File: config.mk
export PLATFORM = sky130hd
export DESIGN_NAME = sar_ctl
export DESIGN_NICKNAME = d
export VERILOG_FILES = /design/src/rtl/sar_pkg.sv /design/src/rtl/sar_settle.sv /design/src/rtl/sar_engine.sv /design/src/rtl/sar_regs.sv /design/src/rtl/sar_ctl.sv
export SDC_FILE = /design/constraint.sdc
export NUM_CORES = 1
export LEC_CHECK = 0
export ABC_CLOCK_PERIOD_IN_PS = 3400
export BUFFER_PORTS_ARGS = -buffer_cell sky130_fd_sc_hd__buf_2
export CAP_MARGIN = 20
export CORE_ASPECT_RATIO = 1.75
export CORE_MARGIN = 8
export CORE_UTILIZATION = 54
export CTS_BUF_LIST = sky130_fd_sc_hd__clkbuf_16
export CTS_CLUSTER_SIZE = 10
export DETAILED_ROUTE_END_ITERATION = 7
export PLACE_DENSITY = 0.95
export SLEW_MARGIN = 5
export SYNTH_ARGS = -nofsm -noshare
export SYNTH_HDL_FRONTEND = slang
export SYNTH_SLANG_ARGS = --single-unit
File: constraint.sdc
create_clock -name clk -period 3.4 [get_ports clk]
set_input_delay 0.68 -clock clk [delete_from_list [all_inputs] [get_ports clk]]
set_output_delay 0.68 -clock clk [all_outputs]
set_load 0.02 [all_outputs]
File: src/rtl/sar_pkg.sv
package sar_pkg;
  localparam int ADDR_W = 4;
  localparam int DW     = 32;
  localparam int CH_W   = 3;

  localparam logic [ADDR_W-1:0] OFS_DATA = 4'h0;
  localparam logic [ADDR_W-1:0] OFS_STAT = 4'h4;
  localparam logic [ADDR_W-1:0] OFS_CTRL = 4'h8;
  localparam logic [ADDR_W-1:0] OFS_DLY  = 4'hC;

  // control field positions, decoded by the software driver
  localparam int B_PWR = 3;
  localparam int B_IE  = 5;
  localparam int B_IS  = 6;

  typedef enum logic [1:0] {
    ST_IDLE   = 2'd0,
    ST_SETTLE = 2'd1,
    ST_CONV   = 2'd2
  } sar_st_e;

  typedef struct packed {
    logic            is;
    logic            ie;
    logic            pwr;
    logic [CH_W-1:0] ch;
  } ctrl_t;
endpackage

File: src/rtl/sar_settle.sv
module sar_settle #(
  parameter int DLY_W = 6
) (
  input  logic             clk,
  input  logic             rst_n,
  input  logic             load,
  input  logic [DLY_W-1:0] load_val,
  input  logic             run,
  input  logic             tick,
  output logic             expire
);
  localparam logic [DLY_W-1:0] ONE = {{(DLY_W-1){1'b0}}, 1'b1};

  logic [DLY_W-1:0] cnt_q, cnt_n;

  always_comb begin
    cnt_n = cnt_q;
    if (load)
      cnt_n = load_val;
    else if (run && tick && (cnt_q != '0))
      cnt_n = cnt_q - ONE;
  end

  always_ff @(posedge clk or negedge rst_n) begin
    if (!rst_n) cnt_q <= '0;
    else        cnt_q <= cnt_n;
  end

  assign expire = run && tick && (cnt_q == ONE);
endmodule

File: src/rtl/sar_engine.sv
module sar_engine
  import sar_pkg::*;
#(
  parameter int RES   = 10,
  parameter int DLY_W = 6
) (
  input  logic             clk,
  input  logic             rst_n,
  input  logic             tick,
  input  logic             start,
  input  logic             abort,
  input  logic [DLY_W-1:0] dly,
  input  logic             cmp_in,
  output logic             busy,
  output logic [RES-1:0]   trial_code,
  output logic             done,
  output logic [RES-1:0]   result
);
  localparam logic [RES-1:0] MSB = {1'b1, {(RES-1){1'b0}}};

  sar_st_e        st_q, st_n;
  logic [RES-1:0] acc_q, acc_n;
  logic [RES-1:0] mask_q, mask_n;
  logic           settle_exp;

  sar_settle #(.DLY_W(DLY_W)) u_settle (
    .clk      (clk),
    .rst_n    (rst_n),
    .load     (start),
    .load_val (dly),
    .run      (st_q == ST_SETTLE),
    .tick     (tick),
    .expire   (settle_exp)
  );

  always_comb begin
    st_n   = st_q;
    acc_n  = acc_q;
    mask_n = mask_q;
    done   = 1'b0;
    result = acc_q;
    if (start) begin
      acc_n  = '0;
      mask_n = MSB;
      st_n   = (dly == '0) ? ST_CONV : ST_SETTLE;
    end else if (abort) begin
      acc_n  = '0;
      mask_n = '0;
      st_n   = ST_IDLE;
    end else begin
      unique case (st_q)
        ST_SETTLE: if (settle_exp) st_n = ST_CONV;
        ST_CONV: begin
          if (tick) begin
            acc_n  = cmp_in ? (acc_q | mask_q) : acc_q;
            mask_n = mask_q >> 1;
            if (mask_q[0]) begin
              done   = 1'b1;
              result = acc_n;
              st_n   = ST_IDLE;
            end
          end
        end
        default: st_n = ST_IDLE;
      endcase
    end
  end

  always_ff @(posedge clk or negedge rst_n) begin
    if (!rst_n) begin
      st_q   <= ST_IDLE;
      acc_q  <= '0;
      mask_q <= '0;
    end else begin
      st_q   <= st_n;
      acc_q  <= acc_n;
      mask_q <= mask_n;
    end
  end

  assign busy       = (st_q != ST_IDLE);
  assign trial_code = (st_q == ST_CONV) ? (acc_q | mask_q) : '0;
endmodule

File: src/rtl/sar_regs.sv
module sar_regs
  import sar_pkg::*;
#(
  parameter int RES   = 10,
  parameter int DLY_W = 6
) (
  input  logic              clk,
  input  logic              rst_n,
  input  logic              bus_sel,
  input  logic              bus_we,
  input  logic [ADDR_W-1:0] bus_addr,
  input  logic [DW-1:0]     bus_wdata,
  output logic [DW-1:0]     bus_rdata,
  input  logic              busy,
  input  logic              done,
  input  logic [RES-1:0]    result,
  output ctrl_t             ctrl,
  output logic [DLY_W-1:0]  dly,
  output logic [RES-1:0]    data,
  output logic              start,
  output logic              abort
);
  ctrl_t            ctrl_q, ctrl_n;
  logic [DLY_W-1:0] dly_q, dly_n;
  logic [RES-1:0]   data_q, data_n;
  logic             wr_ctrl, wr_dly;

  assign wr_ctrl = bus_sel && bus_we && (bus_addr == OFS_CTRL);
  assign wr_dly  = bus_sel && bus_we && (bus_addr == OFS_DLY);
  assign start   = wr_ctrl && bus_wdata[B_PWR];
  assign abort   = wr_ctrl && !bus_wdata[B_PWR];

  always_comb begin
    ctrl_n = ctrl_q;
    dly_n  = dly_q;
    data_n = data_q;
    if (wr_ctrl) begin
      ctrl_n.ch  = bus_wdata[CH_W-1:0];
      ctrl_n.pwr = bus_wdata[B_PWR];
      ctrl_n.ie  = bus_wdata[B_IE];
      ctrl_n.is  = 1'b0;
    end else if (done) begin
      ctrl_n.is  = 1'b1;
    end
    if (done) data_n = result;
    if (wr_dly) dly_n = bus_wdata[DLY_W-1:0];
  end

  always_ff @(posedge clk or negedge rst_n) begin
    if (!rst_n) begin
      ctrl_q <= '0;
      dly_q  <= '0;
      data_q <= '0;
    end else begin
      ctrl_q <= ctrl_n;
      dly_q  <= dly_n;
      data_q <= data_n;
    end
  end

  always_comb begin
    bus_rdata = '0;
    unique case (bus_addr)
      OFS_DATA: bus_rdata[RES-1:0] = data_q;
      OFS_STAT: bus_rdata[0] = busy;
      OFS_CTRL: begin
        bus_rdata[CH_W-1:0] = ctrl_q.ch;
        bus_rdata[B_PWR]    = ctrl_q.pwr;
        bus_rdata[B_IE]     = ctrl_q.ie;
        bus_rdata[B_IS]     = ctrl_q.is;
      end
      OFS_DLY:  bus_rdata[DLY_W-1:0] = dly_q;
      default:  bus_rdata = '0;
    endcase
  end

  assign ctrl = ctrl_q;
  assign dly  = dly_q;
  assign data = data_q;
endmodule

File: src/rtl/sar_ctl.sv
module sar_ctl
  import sar_pkg::*;
#(
  parameter int RES   = 10,
  parameter int DLY_W = 6
) (
  input  logic              clk,
  input  logic              rst_n,
  input  logic              conv_tick,
  input  logic              bus_sel,
  input  logic              bus_we,
  input  logic [ADDR_W-1:0] bus_addr,
  input  logic [DW-1:0]     bus_wdata,
  output logic [DW-1:0]     bus_rdata,
  input  logic              cmp_in,
  output logic [CH_W-1:0]   ch_sel,
  output logic              pwr_en,
  output logic [RES-1:0]    trial_code,
  output logic              irq
);
  logic             rst_m, rst_s;
  logic             busy, done, start, abort;
  logic [RES-1:0]   result, data_q;
  logic [DLY_W-1:0] dly;
  ctrl_t            ctrl;
  logic             int_st;

  // asynchronous assert, synchronous release
  always_ff @(posedge clk or negedge rst_n) begin
    if (!rst_n) begin
      rst_m <= 1'b0;
      rst_s <= 1'b0;
    end else begin
      rst_m <= 1'b1;
      rst_s <= rst_m;
    end
  end

  sar_regs #(.RES(RES), .DLY_W(DLY_W)) u_regs (
    .clk       (clk),
    .rst_n     (rst_s),
    .bus_sel   (bus_sel),
    .bus_we    (bus_we),
    .bus_addr  (bus_addr),
    .bus_wdata (bus_wdata),
    .bus_rdata (bus_rdata),
    .busy      (busy),
    .done      (done),
    .result    (result),
    .ctrl      (ctrl),
    .dly       (dly),
    .data      (data_q),
    .start     (start),
    .abort     (abort)
  );

  sar_engine #(.RES(RES), .DLY_W(DLY_W)) u_engine (
    .clk        (clk),
    .rst_n      (rst_s),
    .tick       (conv_tick),
    .start      (start),
    .abort      (abort),
    .dly        (dly),
    .cmp_in     (cmp_in),
    .busy       (busy),
    .trial_code (trial_code),
    .done       (done),
    .result     (result)
  );

  assign int_st = ctrl.is;
  assign ch_sel = ctrl.ch;
  assign pwr_en = ctrl.pwr;
  assign irq    = ctrl.is && ctrl.ie;
endmodule

==> run metrics, run 1 <==
outcome finished, final reports clean; WL/cell 16.5 um; Cell Count, Final, Fillers Out between 300 and 400; NumNets Final 387; combinational share of power 0.243; Ys Warns 0; f_max 443 MHz; largest net degree at the start of global routing 51; switch share 0.336; MaxCap Viol Count 0; core area 4890 um^2; Reg2Reg Depth 6; setup_tns 0 ps; r2r startpoint u_engine.u_settle.cnt_q[0]; Fill cells 407; crit-path cells buf_2 > nor2_1 > a21oi_1 > nor2_1 > a211oi_1 > buf_2; Avg Cell Area, Syn 8.70 um^2; RSZ-0062 raised after global routing false; Syn Inst Count 311; Die Ht between 100 and 150 um; nature of the critical path endpoint output pin; drt drc 0; CTS clock-pin slew for the worst setup and hold paths around 70 ps; P_leak 1.53 nW; register area share after synthesis 0.481; CP startpoint kind input port; #FFs+latches synth 52; Slew Limit Fails 0; clock power share 0.300; Initial Util 0.553; worst hold slack between 150 and 200 ps; R2R Path End u_engine.u_settle.cnt_q[1]; Vias per Instance 5.67; maximum vdd drop 514 uV; Final Hold Violating Endpoints 0; PostCTS Resize Cnt 0; H-tree depth 2; vias in the first global route 2,358; Cells after DPL 388; actual slew at the worst max-slew pin between 500 and 600 ps; initial antenna violation count 0; clk buf depth 2; CP max-delay cell buf_2; final antenna-violating net count 0; clk root buf clkbuf_16; Data arrival, critical path 1580 ps; worst stage delay on the critical path 200 ps; GR Overflow Total 0; Clock Skews roughly 6 ps; Finished Core Util 0.610; hold buffers post-CTS 0; R2R setup slack roughly 1700 ps; fraction of final layout cells sized beyond drive strength 1 0.184; switching power 0.000637 W; Rows 34; first-pass GRT wire length between 10,000 and 15,000 um; PwrDens 635 nW/um^2; Worst Hold Class reg -> async; final worst path period share 0.664; post-CTS setup buffer count 0; Antenna diodes 0; first-iteration detailed-routing DRC count 147; Sinks on Clock Net 52; Area Growth Syn to Fin 10.4%; WL final 6560 um; hpwl dp 4750 um; Clock Latency Late Sink 290 ps; RePlAce Congestion 0.916; detailed-route via count 2,251; gr usage total 0.173; Power Internal roughly 0.0013 W; sequential power share 0.458; crit path time final 2260 ps; Slew headroom 0.640; Mapped Area 2710 um^2; Port-buffer cells 40; critical path type in -> out; TritonCTS clock tree built; Cell variety after synth 37; drt first pass iters 6; CP Data Required Time 2720 ps; CP max FO 10; I/O pin total 89; CTS Buf Count 5; Setup Viol. Count Final 0; Die Span X about 70 um; Die Area 7620 um^2
state kept, by name, indices dropped and copies added, names as in the netlist:
register,cells
rst_m,1
u_engine.st_q,2
u_regs.dly,6
rst_s,1
u_regs.ctrl,6
u_engine.acc_q,10
u_engine.mask_q,10
u_engine.u_settle.cnt_q,6
u_regs.data,10
final cells by class:
| cell class | instances | area [um^2] | area share |
|---|---|---|---|
| Multi-Input combinational cell | 236 | 1200 | 0.401 |
| Tap cell | 54 | 67.6 | 0.0226 |
| Clock buffer | 5 | 125 | 0.0419 |
| Timing Repair Buffer | 43 | 235 | 0.0788 |
| Clock inverter | 3 | 42.5 | 0.0142 |
| Sequential cell | 52 | 1300 | 0.436 |
| Inverter | 4 | 15.0 | 0.00503 |
worst max-delay path by stage:
stage                     start                          to  slack, ps  depth (start not counted)
global route        bus_addr[2]                bus_rdata[0]       1060                          6
global placement    bus_addr[2]  u_engine.u_settle.cnt_q[1]       1030                          4
CTS                 bus_addr[2]                bus_rdata[0]       1150                          6
finish              bus_addr[2]                bus_rdata[0]       1140                          6
detailed placement  bus_addr[2]  u_engine.u_settle.cnt_q[1]       1020                          4
floorplan           bus_addr[1]                bus_rdata[0]       1090                          3
kinds of logic (layout without fill, tap and decap cells):
group                    Yosys count  after routing  share of synthesized area
XOR/XNOR                           2              2                    0.00647
adder cells (fa/ha/maj)            3              3                     0.0139
buffers and inverters             44             55                      0.105
AND/OR/NAND/NOR                  135            135                      0.217
AO/OA/AOI/OAI                     58             58                      0.114
other                              2             23                    0.00277
multiplexers                      15             15                     0.0596
flip-flops                        52             52                      0.481
metal layers:
metal / share of wire / global-route usage / vias up
met5: 0 / 0 / -
met4: 0.053 / 0.124 / 0
met3: 0.061 / 0.0452 / 31
met2: 0.53 / 0.315 / 106
met1: 0.35 / 0.166 / 1079
li1: - / - / 1035
critical path: cells and delay by family:
family	cells	cell delay (ps)
AND/OR/NAND/NOR	2	140
buffers and inverters	2	400
AO/OA/AOI/OAI	2	350
through the flow:
step           setup WS [ps]  power [W]  cell area [um^2]
4_1_cts                 1150    0.00190              2970
5_1_grt                 1060    0.00200              2990
3_5_place_dp            1020    0.00133              2800
2_1_floorplan           1090    0.00122              2790
3_3_place_gp            1030    0.00129              2800
6_report                1140    0.00190              2990
power by group through the flow:
stage | clock network (W) | registers (W) | logic [W]
floorplan | 0 | 0.000841 | 0.000375
global placement | 0 | 0.000870 | 0.000425
detailed placement | 0 | 0.000880 | 0.000449
CTS | 0.000576 | 0.000871 | 0.000451
global route | 0.000597 | 0.000882 | 0.000520
finish | 0.000569 | 0.000867 | 0.000460
synthesized netlist by cell type:
master / number / area, um^2
inv_1: 4 / 15.0
and3b_1: 1 / 8.76
ha_1: 3 / 37.5
xnor2_1: 2 / 17.5
and3_1: 4 / 25.0
a22oi_1: 1 / 7.51
nor3_1: 1 / 5.00
a31oi_1: 2 / 12.5
buf_4: 25 / 188
a21oi_1: 38 / 190
dfrtp_1: 52 / 1300
buf_6: 3 / 33.8
or3_1: 2 / 12.5
nand2b_1: 1 / 6.26
nor2b_1: 3 / 18.8
nand3b_1: 2 / 15.0
o211ai_1: 1 / 7.51
or2_2: 2 / 12.5
nand4_1: 2 / 12.5
nand4b_1: 1 / 8.76
nand3_1: 4 / 20.0
mux2i_1: 9 / 90.1
conb_1: 2 / 7.51
o21ai_0: 12 / 60.1
and2_2: 1 / 7.51
or3_4: 1 / 11.3
or4_1: 1 / 7.51
o22ai_1: 1 / 6.26
nand2_1: 48 / 180
a211oi_1: 2 / 15.0
o21ai_2: 1 / 8.76
mux2_2: 5 / 56.3
mux2_4: 1 / 15.0
and2_1: 3 / 18.8
nor2_1: 58 / 218
buf_2: 3 / 15.0
clkbuf_1: 9 / 33.8
layout by cell type, fill, tap and decap left out, types with 2 or more instances in the layout:
cell       count
nand2_1       48
and2_1         3
nand3b_1       2
nor2b_1        3
a211oi_1       2
clkbuf_16      5
ha_1           3
or2_2          2
nor2_1        58
buf_4          2
xnor2_1        2
dfrtp_1       51
buf_2         40
nand4_1        2
or3_1          2
mux2_2         5
conb_1        23
a31oi_1        2
a21oi_1       38
inv_1          4
o21ai_0       12
nand3_1        4
mux2i_1        9
and3_1         4
Note: power is estimated with default switching activity, not from simulation.
==> inputs of run 2 (changes only) <==
--- a/config.mk
+++ b/config.mk
@@ -5,16 +5,16 @@
 export SDC_FILE = /design/constraint.sdc
 export NUM_CORES = 1
 export LEC_CHECK = 0
-export ABC_CLOCK_PERIOD_IN_PS = 3400
+export ABC_CLOCK_PERIOD_IN_PS = 2400
 export BUFFER_PORTS_ARGS = -buffer_cell sky130_fd_sc_hd__buf_2
 export CAP_MARGIN = 20
 export CORE_ASPECT_RATIO = 1.75
 export CORE_MARGIN = 8
-export CORE_UTILIZATION = 54
+export CORE_UTILIZATION = 51
 export CTS_BUF_LIST = sky130_fd_sc_hd__clkbuf_16
 export CTS_CLUSTER_SIZE = 10
 export DETAILED_ROUTE_END_ITERATION = 7
-export PLACE_DENSITY = 0.95
+export PLACE_DENSITY = 0.92
 export SLEW_MARGIN = 5
 export SYNTH_ARGS = -nofsm -noshare
 export SYNTH_HDL_FRONTEND = slang
==> constraint.sdc (replaced) <==
create_clock -name clk -period 2.4 [get_ports clk]
set_input_delay 0.48 -clock clk [delete_from_list [all_inputs] [get_ports clk]]
set_output_delay 0.48 -clock clk [all_outputs]
set_load 0.02 [all_outputs]
==> run 2 against run 1 <==
Sequential cell count unchanged. Sequential power up 42%. Cell area down 0.17%. Register-to-register slack worse by 970 ps. Total power up 34%. Sequential share of layout area up 0.073 points. Clock power up 16%. Via count down 0.67%. Combinational power up 40%. Final cell count up 1.3%. Worst setup slack worse by 710 ps. Critical endpoint is now trial_code[3]. Core utilization down 3.8 points.
==> run metrics, run 2 (same netlist as run 1, synthesis figures left out) <==
Rows 35; Initial Util 0.519; CP max FO 10; CTS Buf Count 5; switching power 0.000869 W; I/O pin total 89; Multi-input gate area 1200 um^2; largest net degree at the start of global routing 31; clk root buf clkbuf_16; actual slew at the worst max-slew pin 659 ps; Fill cells 451; Cell Count, Final, Fillers Out 402; commonest non-fill, non-tap cell in the layout nor2_1; combinational share of power 0.254; Slew Limit Fails 0; first-pass GRT wire length about 11,000 um; PwrDens 851 nW/um^2; initial antenna violation count 0; nature of the critical path endpoint output pin; detailed-route via count 2,236; r2r startpoint u_engine.st_q[0]; Power Internal 0.00167 W; crit path time final 1960 ps; outcome finished, final reports clean; Clock Latency Late Sink 290 ps; H-tree depth 2; sequential power share 0.485; Reg area around 1300 um^2; most frequent cells in the layout 58 x nor2_1, 51 x dfrtp_1, 48 x nand2_1; drt first pass iters 4; Cells after DPL slightly below 400; gr usage total 0.170; maximum vdd drop 481 uV; P_leak between 1.5 and 2 nW; WL final roughly 6500 um; Area Growth Syn to Fin 10.2%; Final Hold Violating Endpoints 0; NumNets Final 392; TritonCTS clock tree built; MaxCap Viol Count 0; CP Data Required Time 1920 ps; Setup WS post-layout 436 ps; Vias per Instance approximately 5.6; Worst Hold Class reg -> async; Die Area 7990 um^2; Data arrival, critical path 1480 ps; WL/cell 16.1 um; vias in the first global route 2,291; clk buf depth 2; core area 5210 um^2; Setup Viol. Count Final 0; Slew headroom 0.561; f_max 509 MHz; Clock Skews 9.46 ps; drt drc 0; Place WS 359 ps; R2R Path End u_engine.acc_q[8]; RSZ-0062 raised after global routing false; fraction of final layout cells sized beyond drive strength 1 0.187; CTS clock-pin slew for the worst setup and hold paths ~70 ps; first-iteration detailed-routing DRC count 184; Antenna diodes 0; R2R setup slack 710 ps; RePlAce Congestion 0.883; clock power share 0.261; hpwl dp 4850 um; final antenna-violating net count 0; post-CTS setup buffer count 0; Sinks on Clock Net 52; Die Span X 71.1 um; GR Overflow Total 0; hold buffers post-CTS 1; switch share 0.342; CP startpoint kind flop; Reg2Reg Depth 4; setup_tns 0 ps; critical path type reg -> out; PostCTS Resize Cnt 0; Die Ht 112 um; Port-buffer cells 40; final worst path period share 0.818
## run 2: area by class of cell
class | count | area share
clock buffers | 5 | 0.0420
clock inverters | 2 | 0.00294
inverters | 4 | 0.00504
multi-input cells | 236 | 0.402
flip-flops and latches | 52 | 0.437
well taps | 55 | 0.0231
repair buffers | 48 | 0.0881
## run 2: worst max-delay path by stage
stage / startpoint / to / slack, ps / cells after the start
CTS: u_engine.st_q[0] / trial_code[3] / 430 / 3
floorplan: bus_addr[1] / bus_rdata[0] / 490 / 3
global placement: bus_addr[2] / u_engine.u_settle.cnt_q[5] / 380 / 6
detailed placement: bus_addr[2] / u_engine.u_settle.cnt_q[5] / 360 / 6
global route: u_engine.st_q[0] / trial_code[5] / 360 / 3
finish: u_engine.st_q[0] / trial_code[3] / 440 / 3
## run 2: stage by stage
step	utilization	hold slack (ps)	instance area, um^2	total power (W)
floorplan	-	184	2790	0.00172
detailed placement	0.545	269	2840	0.00188
global route	0.572	354	2980	0.00270
finish	0.572	296	2980	0.00254
global placement	0.545	266	2840	0.00185
CTS	0.572	318	2980	0.00254
## run 2: worst max-delay path, cell delays in order, from the launching register on
cell and delay (ps):
dfrtp_1 440, nand2b_1 380, nor2_1 190, buf_2 180
## run 2: power by group through the flow
stage,Combinational [W],Clock (W),Sequential [W]
floorplan,0.000531,0,0.00119
global placement,0.000619,0,0.00123
detailed placement,0.000640,0,0.00124
CTS,0.000650,0.000669,0.00123
global route,0.000741,0.000699,0.00126
finish,0.000646,0.000661,0.00123
## run 2: metal layers
metal,GRT usage,vias up,part of all wire
met5,0,-,0
li1,-,1056,-
met4,0.110,0,0.046
met1,0.168,1076,0.36
met2,0.299,81,0.54
met3,0.0482,23,0.053
==> inputs of run 3 (changes only) <==
--- a/config.mk
+++ b/config.mk
@@ -5,16 +5,16 @@
 export SDC_FILE = /design/constraint.sdc
 export NUM_CORES = 1
 export LEC_CHECK = 0
-export ABC_CLOCK_PERIOD_IN_PS = 2400
+export ABC_CLOCK_PERIOD_IN_PS = 1700
 export BUFFER_PORTS_ARGS = -buffer_cell sky130_fd_sc_hd__buf_2
 export CAP_MARGIN = 20
 export CORE_ASPECT_RATIO = 1.75
 export CORE_MARGIN = 8
-export CORE_UTILIZATION = 51
+export CORE_UTILIZATION = 46
 export CTS_BUF_LIST = sky130_fd_sc_hd__clkbuf_16
 export CTS_CLUSTER_SIZE = 10
 export DETAILED_ROUTE_END_ITERATION = 7
-export PLACE_DENSITY = 0.92
+export PLACE_DENSITY = 0.89
 export SLEW_MARGIN = 5
 export SYNTH_ARGS = -nofsm -noshare
 export SYNTH_HDL_FRONTEND = slang
==> constraint.sdc (replaced) <==
create_clock -name clk -period 1.7 [get_ports clk]
set_input_delay 0.34 -clock clk [delete_from_list [all_inputs] [get_ports clk]]
set_output_delay 0.34 -clock clk [all_outputs]
set_load 0.02 [all_outputs]
==> run 3 against run 2 <==
Sequential share of layout area shrank 2.8 points. Clock power grew 71%. Clock-buffer cell count is the same. Worst hold slack lost 52 ps. Critical path depth grew 2. Total power grew 54%. Register-to-register slack lost 640 ps. Combinational power grew 63%. Clock skew shrank 4.0 ps. Global-route usage shrank 0.58 points. Non-clock buffer count grew 14. Core utilization shrank 2.1 points.
==> run metrics, run 3 (same netlist as run 1, synthesis figures left out) <==
Port-buffer cells 40; Sinks on Clock Net 52; maximum vdd drop 589 uV; vias in the first global route between 2,000 and 2,500; Worst Hold Class reg -> async; first-pass GRT wire length 11,200 um; most frequent cells in the layout 57 x nor2_1, 50 x dfrtp_1, 48 x nand2_1; CP startpoint kind flop; Finished Core Util 0.552; r2r startpoint u_engine.u_settle.cnt_q[0]; Setup Viol. Count Final 0; Clock Skews around 5.4 ps; P_leak 1.61 nW; outcome finished, final reports clean; Cell Count, Final, Fillers Out 440; Final Hold Violating Endpoints 0; worst hold slack 244 ps; CTS Buf Count 5; RePlAce Congestion between 0.8 and 0.9; CP dominant cell by count nor2_1; NumNets Final 406; PwrDens around 1200 nW/um^2; CP Data Required Time 1360 ps; gr usage total 0.164; Cells after DPL 429; Area Growth Syn to Fin 17.9%; worst stage delay on the critical path 420 ps; nature of the critical path endpoint output pin; critical path type reg -> out; commonest non-fill, non-tap cell in the layout nor2_1; hpwl dp 5060 um; CP max-delay cell dfrtp_1; detailed-route via count around 2,300; setup_tns 0 ps; CP max FO 4; met3 routed WL 482 um; MaxCap Viol Count 0; Vias per Instance approximately 5.2; H-tree depth 2; Tot Pwr 0.00391 W; largest net degree at the start of global routing 51; R2R Path End u_engine.u_settle.cnt_q[4]; WL met2 3790 um; core area 5790 um^2; metal1 wirelength 2240 um; Die Area 8690 um^2; CTS clock-pin slew for the worst setup and hold paths 70 ps; TritonCTS clock tree built; Rows 37; Data arrival, critical path 1340 ps; Multi-input gate area 1220 um^2; initial antenna violation count 0; crit path time final 1680 ps; Slew Limit Fails 0; RSZ-0062 raised after global routing true; Die Ht 117 um; crit-path cells nor2_1 > a21oi_2 > nor2_1 > a211oi_2 > buf_4; clk root buf clkbuf_16; final worst path period share 0.989; I/O pin total 89; top routing layer used met4; Antenna diodes 0; Reg2Reg Depth 6; drt first pass iters 4; Initial Util 0.468; Fill cells 485; WL final about 6900 um; drt drc 0; Reg area around 1300 um^2; WL/cell 15.7 um; Clock Latency Late Sink 290 ps; first-iteration detailed-routing DRC count 167; final antenna-violating net count 0; GR Overflow Total 0; Die Span X 74.0 um; R2R setup slack 70 ps; fraction of final layout cells sized beyond drive strength 1 0.251; f_max 595 MHz; clk buf depth 2
run 3: cell count changes in the layout (fill, tap and decap cells not counted), moves of 2 or more:
| cell | before | now |
|---|---|---|
| inv_2 | 0 | 2 |
| inv_1 | 5 | 2 |
| buf_4 | 7 | 21 |
| a21oi_1 | 38 | 36 |
| a21oi_2 | 0 | 2 |
run 3: stage by stage:
step	setup WS, ps	area, um^2
2_1_floorplan	-12.2	2790
3_3_place_gp	-121	2970
3_5_place_dp	-162	2970
4_1_cts	-33.0	3160
5_1_grt	-36.1	3190
6_report	19.3	3190
run 3: timing repair:
| item | CTS | global route |
|---|---|---|
| hold buffers | 1 | 0 |
| setup endpoints to repair | 11 | 15 |
| pin swaps | 4 | 0 |
| hold endpoints to repair | 2 | 0 |
| gates resized for setup | 1 | 11 |
| buffers inserted | 2 | 0 |
run 3: area by class of cell:
cell class / count / area share
Sequential cell: 52 / 0.408
Multi-Input combinational cell: 236 / 0.384
Timing Repair Buffer: 62 / 0.120
Clock buffer: 5 / 0.0392
Tap cell: 78 / 0.0306
Clock inverter: 3 / 0.0133
Inverter: 4 / 0.00470
run 3: worst max path at each step:
stage                                 endpoint        startpoint
floorplan           u_engine.u_settle.cnt_q[1]       bus_addr[2]
global placement    u_engine.u_settle.cnt_q[4]       bus_addr[0]
detailed placement  u_engine.u_settle.cnt_q[4]       bus_addr[0]
CTS                               bus_rdata[0]  u_engine.st_q[0]
global route                      bus_rdata[0]  u_engine.st_q[0]
finish                            bus_rdata[0]  u_engine.st_q[0]
run 3: worst max-delay path, delay by kind of cell (launching register included):
kind	cells	cell delay, ps
AND/OR/NAND/NOR	2	150
buffers and inverters	1	170
flip-flops	1	420
AO/OA/AOI/OAI	2	310
run 3: per-layer routing:
metal	global-route usage	up-vias
met2	0.291	105
li1	-	1076
met5	0	-
met1	0.152	1097
met3	0.0375	31
met4	0.123	0
run 3: power by group:
| group | internal (W) | total (W) | switching [W] |
|---|---|---|---|
| registers | 0.00147 | 0.00173 | 0.000260 |
| logic | 0.000431 | 0.00105 | 0.000620 |
| clock network | 0.000691 | 0.00113 | 0.000438 |
